**src/rtl/sram_ctl_pkg.sv**
```systemverilog
package sram_ctl_pkg;

  typedef enum logic [2:0] {
    ST_IDLE,
    ST_RD_ACC,
    ST_RD_FLT,
    ST_WR_SET,
    ST_WR_FLT,
    ST_WR_DAT,
    ST_WR_REC
  } seq_state_e;

  typedef struct packed {
    logic ce_n;
    logic we_n;
    logic oe_n;
    logic drv;
  } strobe_t;

  // Interval in ns -> whole clock cycles, rounded up, at least one.
  function automatic int unsigned ns_to_cyc(input int unsigned ns, input int unsigned clk_ns);
    int unsigned c;
    c = (ns + clk_ns - 1) / clk_ns;
    return (c < 1) ? 1 : c;
  endfunction

  function automatic strobe_t strobe_of(input seq_state_e s);
    strobe_t o;
    o = '{ce_n: 1'b1, we_n: 1'b1, oe_n: 1'b1, drv: 1'b0};
    case (s)
      ST_RD_ACC: begin o.ce_n = 1'b0; o.oe_n = 1'b0; end
      ST_WR_SET: o.ce_n = 1'b0;
      ST_WR_FLT: begin o.ce_n = 1'b0; o.we_n = 1'b0; end
      ST_WR_DAT: begin o.ce_n = 1'b0; o.we_n = 1'b0; o.drv = 1'b1; end
      ST_WR_REC: begin o.ce_n = 1'b0; o.drv = 1'b1; end
      default:   ;
    endcase
    return o;
  endfunction

endpackage

```
**src/rtl/ivl_timer.sv**
```systemverilog
module ivl_timer #(
  parameter int unsigned CNT_W = 8
) (
  input  logic             clk,
  input  logic             rst_n,
  input  logic             load,
  input  logic [CNT_W-1:0] load_val,
  output logic             zero
);

  logic [CNT_W-1:0] cnt_q;
  logic [CNT_W-1:0] cnt_d;

  always_comb begin
    cnt_d = cnt_q;
    if (load)              cnt_d = load_val;
    else if (cnt_q != '0)  cnt_d = cnt_q - 1'b1;
  end

  always_ff @(posedge clk or negedge rst_n) begin
    if (!rst_n) cnt_q <= '0;
    else        cnt_q <= cnt_d;
  end

  assign zero = (cnt_q == '0);

endmodule

```
**src/rtl/sram_seq.sv**
```systemverilog
module sram_seq
  import sram_ctl_pkg::*;
#(
  parameter int unsigned CNT_W = 8,
  parameter int unsigned AA_C  = 2,
  parameter int unsigned OHZ_C = 1,
  parameter int unsigned AS_C  = 1,
  parameter int unsigned WHZ_C = 1,
  parameter int unsigned DAT_C = 2,
  parameter int unsigned RC_C  = 2,
  parameter int unsigned WC_C  = 2
) (
  input  logic clk,
  input  logic rst_n,
  input  logic start,
  input  logic start_wr,
  output logic ready,
  output logic capture,
  output logic ce_n,
  output logic we_n,
  output logic oe_n,
  output logic drv
);

  seq_state_e       state_q, state_d;
  strobe_t          strb_q;
  logic             ph_load, ph_zero, cyc_load, cyc_zero;
  logic [CNT_W-1:0] ph_val, cyc_val;

  ivl_timer #(.CNT_W(CNT_W)) u_phase (
    .clk(clk), .rst_n(rst_n), .load(ph_load), .load_val(ph_val), .zero(ph_zero)
  );

  ivl_timer #(.CNT_W(CNT_W)) u_cycle (
    .clk(clk), .rst_n(rst_n), .load(cyc_load), .load_val(cyc_val), .zero(cyc_zero)
  );

  always_comb begin
    state_d  = state_q;
    ph_load  = 1'b0;
    ph_val   = '0;
    cyc_load = 1'b0;
    cyc_val  = '0;
    case (state_q)
      ST_IDLE: if (start) begin
        cyc_load = 1'b1;
        ph_load  = 1'b1;
        if (start_wr) begin
          cyc_val = CNT_W'(WC_C - 1);
          ph_val  = CNT_W'(AS_C - 1);
          state_d = ST_WR_SET;
        end else begin
          cyc_val = CNT_W'(RC_C - 1);
          ph_val  = CNT_W'(AA_C - 1);
          state_d = ST_RD_ACC;
        end
      end
      ST_RD_ACC: if (ph_zero) begin
        state_d = ST_RD_FLT;
        ph_load = 1'b1;
        ph_val  = CNT_W'(OHZ_C - 1);
      end
      ST_RD_FLT: if (ph_zero) state_d = ST_IDLE;
      ST_WR_SET: if (ph_zero) begin
        state_d = ST_WR_FLT;
        ph_load = 1'b1;
        ph_val  = CNT_W'(WHZ_C - 1);
      end
      ST_WR_FLT: if (ph_zero) begin
        state_d = ST_WR_DAT;
        ph_load = 1'b1;
        ph_val  = CNT_W'(DAT_C - 1);
      end
      ST_WR_DAT: if (ph_zero) state_d = ST_WR_REC;
      ST_WR_REC: state_d = ST_IDLE;
      default:   state_d = ST_IDLE;
    endcase
  end

  // Strobes registered from the next state: glitch-free pins.
  always_ff @(posedge clk or negedge rst_n) begin
    if (!rst_n) begin
      state_q <= ST_IDLE;
      strb_q  <= strobe_of(ST_IDLE);
    end else begin
      state_q <= state_d;
      strb_q  <= strobe_of(state_d);
    end
  end

  assign ready   = (state_q == ST_IDLE) && cyc_zero;
  assign capture = (state_q == ST_RD_ACC) && ph_zero;
  assign ce_n    = strb_q.ce_n;
  assign we_n    = strb_q.we_n;
  assign oe_n    = strb_q.oe_n;
  assign drv     = strb_q.drv;

endmodule

```
**src/rtl/sram_strobe_ctrl.sv**
```systemverilog
module sram_strobe_ctrl
  import sram_ctl_pkg::*;
#(
  parameter int unsigned ADDR_W   = 19,
  parameter int unsigned DATA_W   = 8,
  parameter int unsigned CNT_W    = 8,
  parameter int unsigned CLK_NS   = 10,
  parameter int unsigned T_RC_NS  = 20,
  parameter int unsigned T_AA_NS  = 20,
  parameter int unsigned T_WC_NS  = 20,
  parameter int unsigned T_WP_NS  = 15,
  parameter int unsigned T_DW_NS  = 12,
  parameter int unsigned T_AS_NS  = 0,
  parameter int unsigned T_WHZ_NS = 10,
  parameter int unsigned T_OHZ_NS = 8
) (
  input  logic              clk,
  input  logic              rst_n,
  input  logic              req_valid,
  output logic              req_ready,
  input  logic              req_write,
  input  logic [ADDR_W-1:0] req_addr,
  input  logic [DATA_W-1:0] req_wdata,
  output logic              rd_valid,
  output logic [DATA_W-1:0] rd_data,
  output logic              sram_ce_n,
  output logic              sram_we_n,
  output logic              sram_oe_n,
  output logic [ADDR_W-1:0] sram_addr,
  output logic [DATA_W-1:0] dq_out,
  output logic              dq_oe,
  input  logic [DATA_W-1:0] dq_in
);

  localparam int unsigned RC_C  = ns_to_cyc(T_RC_NS,  CLK_NS);
  localparam int unsigned AA_C  = ns_to_cyc(T_AA_NS,  CLK_NS);
  localparam int unsigned WC_C  = ns_to_cyc(T_WC_NS,  CLK_NS);
  localparam int unsigned WP_C  = ns_to_cyc(T_WP_NS,  CLK_NS);
  localparam int unsigned DW_C  = ns_to_cyc(T_DW_NS,  CLK_NS);
  localparam int unsigned AS_C  = ns_to_cyc(T_AS_NS,  CLK_NS);
  localparam int unsigned WHZ_C = ns_to_cyc(T_WHZ_NS, CLK_NS);
  localparam int unsigned OHZ_C = ns_to_cyc(T_OHZ_NS, CLK_NS);
  // Driven part of the pulse covers data setup and the rest of the pulse width.
  localparam int unsigned WP_REST = (WP_C > WHZ_C) ? (WP_C - WHZ_C) : 1;
  localparam int unsigned DAT_C   = (DW_C > WP_REST) ? DW_C : WP_REST;

  logic              rst_meta_q, rst_sync_q;
  logic              start, capture;
  logic [ADDR_W-1:0] addr_q;
  logic [DATA_W-1:0] wdata_q, rdata_q;
  logic              rvalid_q;

  // Reset asserts at once, releases on a clock edge.
  always_ff @(posedge clk or negedge rst_n) begin
    if (!rst_n) begin
      rst_meta_q <= 1'b0;
      rst_sync_q <= 1'b0;
    end else begin
      rst_meta_q <= 1'b1;
      rst_sync_q <= rst_meta_q;
    end
  end

  assign start = req_valid && req_ready;

  sram_seq #(
    .CNT_W(CNT_W), .AA_C(AA_C), .OHZ_C(OHZ_C), .AS_C(AS_C),
    .WHZ_C(WHZ_C), .DAT_C(DAT_C), .RC_C(RC_C), .WC_C(WC_C)
  ) u_seq (
    .clk(clk), .rst_n(rst_sync_q), .start(start), .start_wr(req_write),
    .ready(req_ready), .capture(capture),
    .ce_n(sram_ce_n), .we_n(sram_we_n), .oe_n(sram_oe_n), .drv(dq_oe)
  );

  always_ff @(posedge clk or negedge rst_sync_q) begin
    if (!rst_sync_q) begin
      addr_q  <= '0;
      wdata_q <= '0;
    end else if (start) begin
      addr_q  <= req_addr;
      wdata_q <= req_wdata;
    end
  end

  always_ff @(posedge clk or negedge rst_sync_q) begin
    if (!rst_sync_q) rdata_q <= '0;
    else if (capture) rdata_q <= dq_in;
  end

  always_ff @(posedge clk or negedge rst_sync_q) begin
    if (!rst_sync_q) rvalid_q <= 1'b0;
    else             rvalid_q <= capture;
  end

  assign sram_addr = addr_q;
  assign dq_out    = wdata_q;
  assign rd_data   = rdata_q;
  assign rd_valid  = rvalid_q;

endmodule

```
**config.mk**
```make
export PLATFORM = sky130hd
export DESIGN_NAME = sram_strobe_ctrl
export DESIGN_NICKNAME = d
export VERILOG_FILES = /design/src/rtl/sram_ctl_pkg.sv /design/src/rtl/ivl_timer.sv /design/src/rtl/sram_seq.sv /design/src/rtl/sram_strobe_ctrl.sv
export SDC_FILE = /design/constraint.sdc
export NUM_CORES = 1
export LEC_CHECK = 0
export BUFFER_PORTS_ARGS = -buffer_cell sky130_fd_sc_hd__clkbuf_2
export CAP_MARGIN = 10
export CORE_UTILIZATION = 35
export CTS_CLUSTER_DIAMETER = 150
export CTS_CLUSTER_SIZE = 12
export DETAILED_ROUTE_END_ITERATION = 7
export RECOVER_POWER = 50
export SLEW_MARGIN = 15
export SYNTH_ARGS = -nofsm -noshare
export SYNTH_HDL_FRONTEND = slang
export SYNTH_SLANG_ARGS = --single-unit
```
**constraint.sdc**
```tcl
create_clock -name clk -period 5.6 [get_ports clk]
set_input_delay 1.12 -clock clk [delete_from_list [all_inputs] [get_ports clk]]
set_output_delay 1.12 -clock clk [all_outputs]
set_load 0.05 [all_outputs]
```
== Word-level counts from Yosys, hierarchy flattened ==
Index checks and enable logic that the tools add are counted.
W data, S select, Z words.

* Register bits: 61
* Input port bits: 39
* Output and inout port bits: 41

* $add $sub $neg: 2
* Equality and inequality tests: 10
* Muxes and demuxes: 26
* Reductions and logical operators: 14

{| class="wikitable"
|+ Operators with widths
! cell !! count
|-
| $mux W8 || 6
|-
| $mux W3 || 6
|-
| $pmux W3 S6 || 1
|-
| $logic_not A8 Y1 || 2
|-
| $pmux W8 S2 || 1
|-
| $reduce_bool A8 Y1 || 2
|-
| $sub A8 B1 Y8 const B || 2
|-
| $eq A3 B3 Y1 const B || 5
|-
| $mux W1 || 10
|-
| $eq A3 B2 Y1 const B || 3
|-
| $eq A3 B1 Y1 const B || 2
|-
| $reduce_or A5 Y1 || 1
|-
| $reduce_bool A2 Y1 || 2
|-
| $reduce_or A2 Y1 || 2
|-
| $logic_and A1 B1 Y1 || 3
|-
| $logic_not A3 Y1 || 1
|-
| $reduce_or A3 Y1 || 1
|-
| $mux W2 || 1
|-
| $pmux W1 S2 || 1
|}

== Depth between registers and ports, before layout ==
Gate-level depths: netlist (run 1).

* Depth in word-level cells: 8
* Mapped depth: 8

== By module ==
Synthesis (run 1) repeated with hierarchy kept, for this count alone.

* Cells, all modules: 231
* Area, all modules: 2831.5 µm²

{| class="wikitable"
|+ Modules (own cells, without submodules)
! module !! instances !! cells an instance !! area each (µm²) !! sequential area each (µm²)
|-
| sram_strobe_ctrl || 1 || 79 || 1462.7 || 950.9
|-
| ivl_timer || 2 || 54 || 476.7 || 200.2
|-
| sram_seq || 1 || 44 || 415.4 || 178.9
|}

== Worst setup path before layout (run 1) ==
Ideal clock, no wire load.

* Path type: reg2out
* Start: register u_seq.u_cycle.cnt_q[0]
* End: output req_ready
* Arrival: 2.628 ns
* Data required time: 4.480 ns
* Path slack: 1.852 ns
* Stages on the path, launching flop included: 6
* Path buffers: 0
* Cell sequence: dfrtp_1 inv_1 ha_1 nor3b_1 nand2_1 nor4_1

* Longest elaborated chain between the ends: 2

{| class="wikitable"
|+ RTL lines
! element !! line !! text
|-
| start: declaration || ivl_timer.sv:11 || <nowiki>logic [CNT_W-1:0] cnt_q;</nowiki>
|-
| start signal: assignment || ivl_timer.sv:22 || <nowiki>else cnt_q <= cnt_d;</nowiki>
|-
| $logic_not A8 Y1 || ivl_timer.sv:25 || <nowiki>assign zero = (cnt_q == '0);</nowiki>
|-
| $logic_and A1 B1 Y1 || sram_seq.sv:91 || <nowiki>assign ready = (state_q == ST_IDLE) && cyc_zero;</nowiki>
|-
| end: declaration || sram_strobe_ctrl.sv:20 || <nowiki>output logic req_ready,</nowiki>
|}

No other way between the ends.

== Worst setup path in the final report (run 1) ==
Same ends and word-level chain as after synthesis.

==> metrics.csv, run 1 <==
stage,metric,value,unit
die,IO Count,80,
global_routing,GR Util All Layers,15.66,%
clocking,CTS H-tree depth,3,
drt,routed len/inst,12.43,um
global_routing,initial antenna violation count,0,
sta,f_max,298.8,MHz
logic_synthesis,Synth area leaders,"dfrtp_1 56%, nand2_1 13%, mux2_2 3.9%",
layout,area grow syn2layout,26.28,%
clocking,CTS buffer count,9,
drt,vias per cell,4.498,
clocking,Max clock buf depth,2,
sta,"Slew Viols, Final",49,
clocking,CTS tree,yes,
critical_path,"Data arrival, critical path",2.23,ns
sta,final number of hold-violating endpoints,0,
critical_path,delay of the slowest critical-path stage,0.41,ns
pwr,Combinational Power Share,4.0,%
global_routing,largest net degree at the start of global routing,49,
die,initial core utilization,35.97,%
logic_synthesis,Seq cells post-synth,61,
logic_synthesis,Post-synth EDFFs,0,
pwr,Clock Power Share,47.6,%
logic_synthesis,sequential area share after synthesis,58.97,%
die,Std-Cell Rows,31,
layout,fin nets,380,
sta,setup violators final,0,
logic_synthesis,Synth Area in Compound Gates,6.027,%
logic_synthesis,main combinational cell family by area after synthesis,simple AND/OR/NAND/NOR gates,
pwr,Internal Power,0.0007316,W
placement,Worst Setup Slack post-DPL,2.606,ns
pwr,net switching power,0.0001923,W
logic_synthesis,fraction of synthesized cell area in xor and xnor cells,2.363,%
placement,Port-buffer cells,79,
sta,Clock Skews,0.005434,ns
pwr,P_leak,1.738,nW
global_routing,first-pass GRT wire length,9121,um
clocking,CTS Hold Bufs,0,
logic_synthesis,mux cell area share after synthesis,5.063,%
run_status,failing checks,"capacitance limit, slew limit",
layout,Diodes inserted,0,
flow_run,Max-Cap Viols,1,
logic_synthesis,Avg Inst Size Synth,10.14,um2
clocking,clock-pin slew on the worst setup and hold paths,0.07,ns
die,full die area,0.007762,mm2
clocking,clk sink count,61,
critical_path,crit path cell chain,inv_1 > ha_1 > nor3b_1 > nand2_1 > nor4_1 > clkbuf_2,
layout,share of cells above drive strength 1,31.49,%
critical_path,Crit Path Class,reg2out,
sta,crit share post-route,59.76,%
critical_path,Crit-path slowest cell,nor3b_1,
sta,measured slew at the worst slew-check pin,2.533,ns
pwr,Final Power,0.0009239,W
logic_synthesis,ys async rst share,100.0,%
global_routing,total grt overflow,0,
sta,RSZ-0062 raised after global routing,false,
critical_path,CP Data Required Time,4.48,ns
logic_synthesis,"Distinct cells, synth",41,
logic_synthesis,Mapped Area,0.002595,mm2
pwr,maximum VDD drop,0.0001404,V
drt,Routed Antenna Nets,0,
placement,Area after DPL,0.003090,mm2
critical_path,Worst setup SP type,register,
clocking,post_cts resized,0,
run_status,status,"complete, but fails checks",
logic_synthesis,syn nets,298,
logic_synthesis,Synth Area in Adders,1.446,%
sta,Rel. slew slack,-68.88,%
critical_path,crit path max fanout,8,
pwr,P per Cell Area,282.0,mW/mm2
logic_synthesis,Synth Flop Type,dfrtp_1,
drt,DRC errors left,0,
placement,post-detail-place hpwl,3684,um
logic_synthesis,cell taking the most area after synthesis,dfrtp_1,
drt,Final Routed Wirelength,5492,um
drt,total number of vias,1988,
min_path,HP Class,reg2async,
sta,post-layout min period,3.347,ns
clocking,Skew-Pair Late Insertion Delay,0.33,ns
placement,GP Congestion,0.7535,
drt,First-pass DRT Iterations,4,
die,Die X,88.11,um
die,core region area,0.007214,mm2
global_routing,number of global-route vias before repair,1895,
pwr,sequential share of power,48.4,%
drt,1st-iter DRT viols,126,
clocking,Setup Buffers After CTS,0,
logic_synthesis,Synth Instances,256,
pwr,Net Sw Frac,20.82,%
logic_synthesis,Simple-Gate Fraction of Synth Area,23.38,%
critical_path,Worst setup EP type,primary output,
sta,setup TNS,0,ns
layout,Post-Layout Cell Count,442,
placement,placed instance count,426,
die,Die Span Y,88.11,um
logic_synthesis,top cell type's share of synthesized area,55.93,%
sta,Final WS setup,2.253,ns
clocking,root buf cell,clkbuf_8,
logic_synthesis,Syn. warnings,0,
layout,post-route cell area,0.003277,mm2
[logic make-up after synthesis]
| logic type | after synthesis |
|---|---|
| XOR/XNOR | 7 |
| AO/OA/AOI/OAI | 24 |
| other | 1 |
| adder cells (fa/ha/maj) | 3 |
| multiplexers | 12 |
| buffers and inverters | 17 |
| flip-flops | 61 |
| AND/OR/NAND/NOR | 131 |
[cell usage in the layout, fill, tap and decap left out, drive strengths merged, types with 2 or more instances in the layout]
| cell | netlist | layout |
|---|---|---|
| nand2 | 91 | 91 |
| nor2b | 4 | 4 |
| nand2b | 4 | 4 |
| nor2 | 10 | 10 |
| nor3 | 3 | 3 |
| o31ai | 2 | 2 |
| nand3 | 4 | 4 |
| or4 | 3 | 3 |
| bufinv | 0 | 2 |
| xnor2 | 5 | 5 |
| o21a | 2 | 2 |
| dfrtp | 58 | 58 |
| o21ai | 6 | 6 |
| dfstp | 3 | 3 |
| a21oi | 5 | 5 |
| clkinv | 0 | 2 |
| xor2 | 2 | 2 |
| ha | 3 | 3 |
| or3 | 2 | 2 |
| inv | 7 | 7 |
| nor4 | 3 | 3 |
| clkbuf | 7 | 92 |
| mux2i | 3 | 3 |
| nor3b | 2 | 2 |
| a211oi | 3 | 3 |
| mux2 | 9 | 9 |
| o22ai | 2 | 2 |
[worst max-delay path: cells and delay by family, from the launching register on]
family | cells | cell delay, ns
AND/OR/NAND/NOR | 3 | 0.94
flip-flops | 1 | 0.40
adder cells (fa/ha/maj) | 1 | 0.15
buffers and inverters | 2 | 0.41
[Yosys cell counts, types with 2 or more instances]
cell type  number
nand2_1        91
a211oi_1        3
nor3_1          2
nor2b_1         4
xnor2_1         5
mux2_2          9
dfrtp_1        58
nand2b_1        4
buf_2           3
o22ai_1         2
nor2_1         10
inv_1           7
o31ai_1         2
o21a_1          2
a21oi_1         5
nor4_1          2
or3_1           2
ha_1            3
clkbuf_1        7
nand3_1         3
xor2_1          2
mux2i_1         3
dfstp_2         3
o21ai_0         6
nor3b_1         2
[worst paths after layout]
kind	cells past startpoint	slack [ns]	start	to
worst min register to register	0	0.19	rst_sync_q	u_seq.u_cycle.cnt_q[1]
worst max-delay path	6	2.25	u_seq.u_cycle.cnt_q[0]	req_ready
worst min-delay path	0	0.19	rst_sync_q	u_seq.u_cycle.cnt_q[1]
min in group clk	0	0.38	rst_meta_q	rst_sync_q
worst max register to register	1	2.67	rst_sync_q	rd_data[7]
max in group asynchronous	1	2.67	rst_sync_q	rd_data[7]
[routing by layer]
| layer | up-vias | part of all wire, % | wire, um | GRT usage, % |
|---|---|---|---|---|
| li1 | 1006 | - | - | - |
| met1 | 925 | 48 | 2644 | 21.08 |
| met2 | 49 | 45 | 2483 | 23.26 |
| met3 | 8 | 4.5 | 246 | 4.053 |
| met4 | 0 | 2.1 | 117 | 8.211 |
| met5 | - | 0 | 0 | 0 |
[area by class of cell]
type                            count  area (um2)
Sequential cell                    61        1530
Clock inverter                      4       70.07
Timing Repair Buffer               81       401.6
Fill cell                         753        3938
Clock buffer                       12       155.1
Multi-Input combinational cell    178       969.7
Inverter                            7       26.28
Tap cell                           99       123.9
[power by group through the flow]
stage	Combinational (W)	Clock (W)	Sequential, W
after detailed placement	0.0000381	0	0.000456
after global placement	0.0000379	0	0.000456
after CTS	0.0000382	0.000451	0.000448
after floorplan	0.00000303	0	0.000470
final	0.0000369	0.000439	0.000448
after global routing	0.0000410	0.000470	0.000448
[state kept, by name, indices dropped and copies added (netlist names)]
signal / count
sram_addr: 19
dq_out: 8
rd_data: 8
u_seq.u_cycle.cnt_q: 8
u_seq.u_phase.cnt_q: 8
u_seq.state_q: 3
rd_valid: 1
rst_meta_q: 1
rst_sync_q: 1
u_seq.ce_n: 1
u_seq.drv: 1
u_seq.oe_n: 1
u_seq.we_n: 1
[through the flow]
stage,hold WS [ns],util (%)
floorplan,0.3312,-
global placement,0.1403,42.82
detailed placement,0.1411,42.84
CTS,0.1485,45.96
global route,0.2474,45.42
finish,0.1861,45.42
Power figures use the tool's default switching activity.
==> inputs of run 2 (changes only) <==
==> constraint.sdc (replaced) <==
create_clock -name clk -period 3.3 [get_ports clk]
set_input_delay 0.66 -clock clk [delete_from_list [all_inputs] [get_ports clk]]
set_output_delay 0.66 -clock clk [all_outputs]
set_load 0.05 [all_outputs]
==> metrics.csv, run 2 (synthesized netlist as in run 1, its figures left out) <==
stage,metric,value,unit,change
run_status,status,"complete, but fails checks",,unchanged
run_status,failing checks,"capacitance limit, slew limit",,unchanged
global_routing,first-pass GRT wire length,8852,um,was 9121 um
clocking,CTS tree,yes,,unchanged
placement,Worst Setup Slack post-DPL,0.7919,ns,was 2.606 ns
clocking,clock-pin slew on the worst setup and hold paths,0.08,ns,was 0.07 ns
drt,total number of vias,2004,,"was 1,988"
sta,"Slew Viols, Final",38,,was 49
sta,post-layout min period,2.873,ns,
global_routing,GR Util All Layers,15.32,%,was 15.66%
sta,crit share post-route,87.06,%,
die,Std-Cell Rows,31,,unchanged
layout,area grow syn2layout,26.23,%,was 26.28%
global_routing,initial antenna violation count,0,,unchanged
pwr,sequential share of power,50.5,%,was 48.4%
placement,post-detail-place hpwl,3761,um,was 3684 um
drt,1st-iter DRT viols,104,,was 126
sta,measured slew at the worst slew-check pin,1.511,ns,was 2.533 ns
sta,Final WS setup,0.4270,ns,was 2.253 ns
sta,Rel. slew slack,-0.7390,%,was -68.88%
clocking,CTS buffer count,9,,unchanged
flow_run,Max-Cap Viols,1,,unchanged
die,core region area,0.007214,mm2,unchanged
layout,fin nets,381,,was 380
critical_path,"Data arrival, critical path",2.21,ns,was 2.23 ns
drt,First-pass DRT Iterations,4,,unchanged
sta,hold slack,0.09677,ns,was 0.1861 ns
pwr,Combinational Power Share,3.7,%,was 4.0%
placement,Port-buffer cells,79,,unchanged
pwr,maximum VDD drop,0.0001740,V,was 0.0001404 V
drt,DRC errors left,0,,unchanged
sta,setup TNS,0,ns,unchanged
drt,Routed Antenna Nets,0,,unchanged
drt,routed len/inst,12.13,um,was 12.43 um
sta,RSZ-0062 raised after global routing,false,,unchanged
critical_path,r2r setup slk,0.89,ns,was 2.67 ns
clocking,root buf cell,clkbuf_8,,unchanged
critical_path,Crit-path slowest cell,dfrtp_1,,was nor3b_1
layout,fin util,45.40,%,was 45.42%
die,full die area,0.007762,mm2,unchanged
critical_path,crit path max fanout,8,,unchanged
critical_path,r2r worst-path depth,1,,unchanged
die,IO Count,80,,unchanged
clocking,CTS H-tree depth,3,,unchanged
critical_path,Crit Path Class,reg2out,,unchanged
layout,most frequent cells in the layout,"91 x nand2_1, 60 x clkbuf_2, 58 x dfrtp_1, 20 x clkbuf_1",,"was 91 x nand2_1, 75 x clkbuf_2, 58 x dfrtp_1, 11 x clkbuf_8, 10 x nor2_1"
critical_path,Worst setup EP type,primary output,,unchanged
clocking,CTS Hold Bufs,0,,unchanged
global_routing,largest net degree at the start of global routing,38,,was 49
sta,final number of hold-violating endpoints,0,,unchanged
sta,setup violators final,0,,unchanged
pwr,Net Sw Frac,24.00,%,was 20.82%
global_routing,total grt overflow,0,,unchanged
layout,Post-Layout Cell Count,443,,was 442
critical_path,Critical R2R Capture,u_seq.u_phase.cnt_q[5],,was rd_data[7]
critical_path,Worst setup SP type,register,,unchanged
drt,Final Routed Wirelength,5372,um,was 5492 um
pwr,net switching power,0.0003631,W,was 0.0001923 W
clocking,Setup Buffers After CTS,0,,unchanged
placement,placed instance count,427,,was 426
min_path,HP Class,in2async,,was reg2async
die,Die X,88.11,um,unchanged
die,initial core utilization,35.97,%,unchanged
drt,vias per cell,4.524,,was 4.498
pwr,P_leak,1.675,nW,was 1.738 nW
die,Die Span Y,88.11,um,unchanged
sta,Clock Skews,0.01188,ns,was 0.005434 ns
critical_path,crit path cell chain,inv_1 > ha_1 > nor3b_1 > nand2_1 > nor4_1 > clkbuf_2,,unchanged
clocking,Skew-Pair Late Insertion Delay,0.34,ns,was 0.33 ns
pwr,Internal Power,0.001150,W,was 0.0007316 W
layout,Diodes inserted,0,,unchanged
placement,GP Congestion,0.7539,,was 0.7535
clocking,clk sink count,61,,unchanged
layout,share of cells above drive strength 1,28.20,%,was 31.49%
critical_path,delay of the slowest critical-path stage,0.40,ns,was 0.41 ns
clocking,Max clock buf depth,2,,unchanged
critical_path,CP Data Required Time,2.64,ns,was 4.48 ns
pwr,P per Cell Area,461.9,mW/mm2,was 282.0 mW/mm2
layout,max reg flops,19,,unchanged
layout,"most common cell after layout, fill and taps aside",nand2_1,,unchanged
critical_path,Reg-to-Reg Start,rst_sync_q,,unchanged
clocking,post_cts resized,0,,unchanged
pwr,Clock Power Share,45.8,%,was 47.6%
global_routing,number of global-route vias before repair,1867,,"was 1,895"
sta,f_max,348.1,MHz,
==> run 2: cell types whose count changed in the layout (fill, tap and decap cells not counted), moves of 2 or more <==
cell	change
inv_6	+2
clkbuf_2	-15
clkinvlp_4	+3
clkbuf_1	+14
clkinv_2	-2
==> run 2: routing by layer <==
metal / global-route usage, % / part of all wire [%] / wire length [um]
met1: 20.00 / 48 / 2596
met2: 23.04 / 45 / 2428
met3: 3.770 / 4.4 / 235
met4: 9.238 / 2.1 / 111
met5: 0 / 0 / 0
==> run 2: power by group through the flow <==
stage	clock [W]	combinational [W]	sequential, W
2_1_floorplan	0	0.00000515	0.000798
3_3_place_gp	0	0.0000573	0.000779
3_5_place_dp	0	0.0000574	0.000780
4_1_cts	0.000710	0.0000577	0.000765
5_1_grt	0.000745	0.0000613	0.000767
6_report	0.000693	0.0000554	0.000764
==> run 2: area by class of cell <==
cell class,count,area (um2)
Timing Repair Buffer,82,390.4
Sequential cell,61,1530
Fill cell,730,3939
Clock inverter,6,70.07
Inverter,7,26.28
Multi-Input combinational cell,178,997.2
Tap cell,99,123.9
Clock buffer,10,137.6
==> run 2: worst max path at each step <==
| stage | slack [ns] | to | startpoint |
|---|---|---|---|
| 2_1_floorplan | 0.01 | req_ready | u_seq.u_cycle.cnt_q[0] |
| 3_3_place_gp | 0.86 | req_ready | u_seq.u_cycle.cnt_q[0] |
| 3_5_place_dp | 0.79 | req_ready | u_seq.u_cycle.cnt_q[0] |
| 4_1_cts | 0.40 | req_ready | u_seq.u_cycle.cnt_q[0] |
| 5_1_grt | 0.17 | req_ready | u_seq.u_cycle.cnt_q[0] |
| 6_report | 0.43 | req_ready | u_seq.u_cycle.cnt_q[0] |
==> run 2: stage by stage <==
stage,power [W],area [um2]
after floorplan,0.0008036,2595
final,0.001513,3276
after detailed placement,0.0008374,3097
after global routing,0.001573,3276
after CTS,0.001533,3304
after global placement,0.0008368,3097
==> run 2: critical path: cells and delay by family, from the launching register on <==
kind,cells,cell delay [ns]
DFF,1,0.40
adders and majority gates,1,0.14
and+or+nand+nor,3,0.92
buffers and inverters,2,0.40
==> inputs of run 3 (changes only) <==
--- a/config.mk
+++ b/config.mk
@@ -7,11 +7,14 @@
 export LEC_CHECK = 0
 export BUFFER_PORTS_ARGS = -buffer_cell sky130_fd_sc_hd__clkbuf_2
 export CAP_MARGIN = 10
-export CORE_UTILIZATION = 35
+export CORE_UTILIZATION = 51
 export CTS_CLUSTER_DIAMETER = 150
 export CTS_CLUSTER_SIZE = 12
 export DETAILED_ROUTE_END_ITERATION = 7
+export PLACE_DENSITY = 0.8
 export RECOVER_POWER = 50
+export SETUP_SLACK_MARGIN = 0.15
+export SKIP_CTS_REPAIR_TIMING = 1
 export SLEW_MARGIN = 15
 export SYNTH_ARGS = -nofsm -noshare
 export SYNTH_HDL_FRONTEND = slang
==> metrics.csv, run 3 (synthesized netlist as in run 1, its figures left out) <==
stage,metric,value,unit,change
critical_path,r2r worst-path depth,1,,unchanged
die,full die area,0.005377,mm2,was 0.007762 mm2
pwr,P_leak,1.674,nW,was 1.675 nW
global_routing,total grt overflow,0,,unchanged
critical_path,Crit Path Class,reg2out,,unchanged
global_routing,first-pass GRT wire length,8521,um,was 8852 um
global_routing,largest net degree at the start of global routing,33,,was 38
placement,GP Congestion,0.8365,,was 0.7539
sta,setup TNS,0,ns,unchanged
drt,1st-iter DRT viols,95,,was 104
critical_path,r2r setup slk,0.76,ns,was 0.89 ns
global_routing,initial antenna violation count,0,,unchanged
sta,post-layout min period,2.791,ns,was 2.873 ns
run_status,status,"complete, but fails checks",,unchanged
pwr,maximum VDD drop,0.0002876,V,was 0.0001740 V
layout,area grow syn2layout,23.91,%,was 26.23%
layout,max reg flops,19,,unchanged
die,initial core utilization,53.87,%,was 35.97%
placement,placed instance count,395,,was 427
die,core region area,0.004817,mm2,was 0.007214 mm2
clocking,Max clock buf depth,2,,unchanged
layout,fin nets,381,,unchanged
die,Std-Cell Rows,25,,was 31
sta,Final WS setup,0.5092,ns,was 0.4270 ns
die,Die Span Y,73.33,um,was 88.11 um
critical_path,"Data arrival, critical path",2.13,ns,was 2.21 ns
global_routing,grt peak-use layer,met2,,unchanged
sta,"Slew Viols, Final",33,,was 38
die,IO Count,80,,unchanged
drt,First-pass DRT Iterations,4,,unchanged
flow_run,Max-Cap Viols,1,,unchanged
critical_path,Worst setup EP type,primary output,,unchanged
pwr,P per Cell Area,440.1,mW/mm2,was 461.9 mW/mm2
clocking,Skew-Pair Late Insertion Delay,0.32,ns,was 0.34 ns
sta,Clock Skews,0.005322,ns,was 0.01188 ns
clocking,CTS tree,yes,,unchanged
clocking,clock-pin slew on the worst setup and hold paths,0.06,ns,was 0.08 ns
drt,routed len/inst,12.88,um,was 12.13 um
critical_path,Reg-to-Reg Start,rst_sync_q,,unchanged
layout,Diodes inserted,0,,unchanged
layout,share of cells above drive strength 1,27.62,%,was 28.20%
global_routing,M3 GR Usage,4.938,%,was 3.770%
clocking,root buf cell,clkbuf_8,,unchanged
layout,fin util,66.75,%,was 45.40%
drt,Final Routed Wirelength,5293,um,was 5372 um
sta,crit share post-route,84.57,%,was 87.06%
global_routing,number of global-route vias before repair,1872,,"was 1,867"
drt,DRC errors left,0,,unchanged
layout,most frequent cells in the layout,"91 x nand2_1, 60 x clkbuf_2, 58 x dfrtp_1, 23 x clkbuf_1, 12 x clkbuf_8",,"was 91 x nand2_1, 60 x clkbuf_2, 58 x dfrtp_1, 20 x clkbuf_1"
critical_path,crit path max fanout,8,,unchanged
drt,vias per cell,4.956,,was 4.524
sta,f_max,358.3,MHz,was 348.1 MHz
run_status,failing checks,"capacitance limit, slew limit",,unchanged
clocking,CTS buffer count,9,,unchanged
layout,"most common cell after layout, fill and taps aside",nand2_1,,unchanged
clocking,clk sink count,61,,unchanged
critical_path,CP Data Required Time,2.64,ns,about the same
global_routing,GR Util All Layers,21.49,%,was 15.32%
global_routing,GRT met1 Usage,28.33,%,was 20.00%
critical_path,Worst setup SP type,register,,unchanged
layout,Post-Layout Cell Count,411,,was 443
sta,measured slew at the worst slew-check pin,1.673,ns,was 1.511 ns
placement,Port-buffer cells,79,,unchanged
die,Die X,73.33,um,was 88.11 um
sta,final number of hold-violating endpoints,0,,unchanged
critical_path,Critical R2R Capture,u_seq.u_phase.cnt_q[1],,was u_seq.u_phase.cnt_q[5]
critical_path,Critical Path Start,u_seq.u_cycle.cnt_q[0],,unchanged
min_path,HP Class,in2async,,unchanged
sta,setup violators final,0,,unchanged
drt,total number of vias,2037,,"was 2,004"
sta,RSZ-0062 raised after global routing,false,,unchanged
placement,post-detail-place hpwl,3752,um,was 3761 um
drt,Routed Antenna Nets,0,,unchanged
placement,Worst Setup Slack post-DPL,0.8451,ns,was 0.7919 ns
sta,Rel. slew slack,-11.56,%,was -0.7390%
clocking,CTS H-tree depth,3,,unchanged
global_routing,met2 usage,33.54,%,was 23.04%
[run 3: layer usage]
layer	part of all wire [%]	vias up	wire length, um
met5	0	-	0
met1	45	962	2389
met4	1.3	0	67
met2	49	62	2600
met3	4.5	6	236
li1	-	1007	-
[run 3: cell type report]
cell class	count	area, um2
inverter	7	26.28
sequential	61	1530
multi-input combinational	178	1003
fill	420	1602
clock inverter	1	5.005
clock buffer	15	176.4
tap	67	83.83
timing repair buffer	82	390.4
[run 3: worst max path at each step]
stage	slack [ns]	depth (start not counted)	to
floorplan	0.59	5	req_ready
CTS	0.50	6	req_ready
global route	0.16	1	u_seq.u_cycle.cnt_q[5]
finish	0.51	6	req_ready
detailed placement	0.85	6	req_ready
global placement	0.90	6	req_ready
[run 3: through the flow]
step / instance area (um2) / power (W) / hold slack, ns
6_report: 3216 / 0.001415 / 0.1128
5_1_grt: 3216 / 0.001475 / 0.09473
4_1_cts: 3244 / 0.001432 / 0.09788
3_5_place_dp: 3063 / 0.0008372 / 0.3021
3_3_place_gp: 3063 / 0.0008361 / 0.2877
2_1_floorplan: 2601 / 0.0008036 / 0.3312
[run 3: where the power goes]
part	switching [W]	total [W]	internal (W)
registers	0.00000881	0.000763	0.000754
logic	0.0000356	0.0000580	0.0000224
clock network	0.000260	0.000594	0.000334
[run 3: critical path, stage by stage, from the launching register on]
cell	delay, ns
dfrtp_1	0.40
inv_1	0.09
ha_1	0.14
nor3b_1	0.38
nand2_1	0.30
nor4_2	0.20
clkbuf_2	0.31
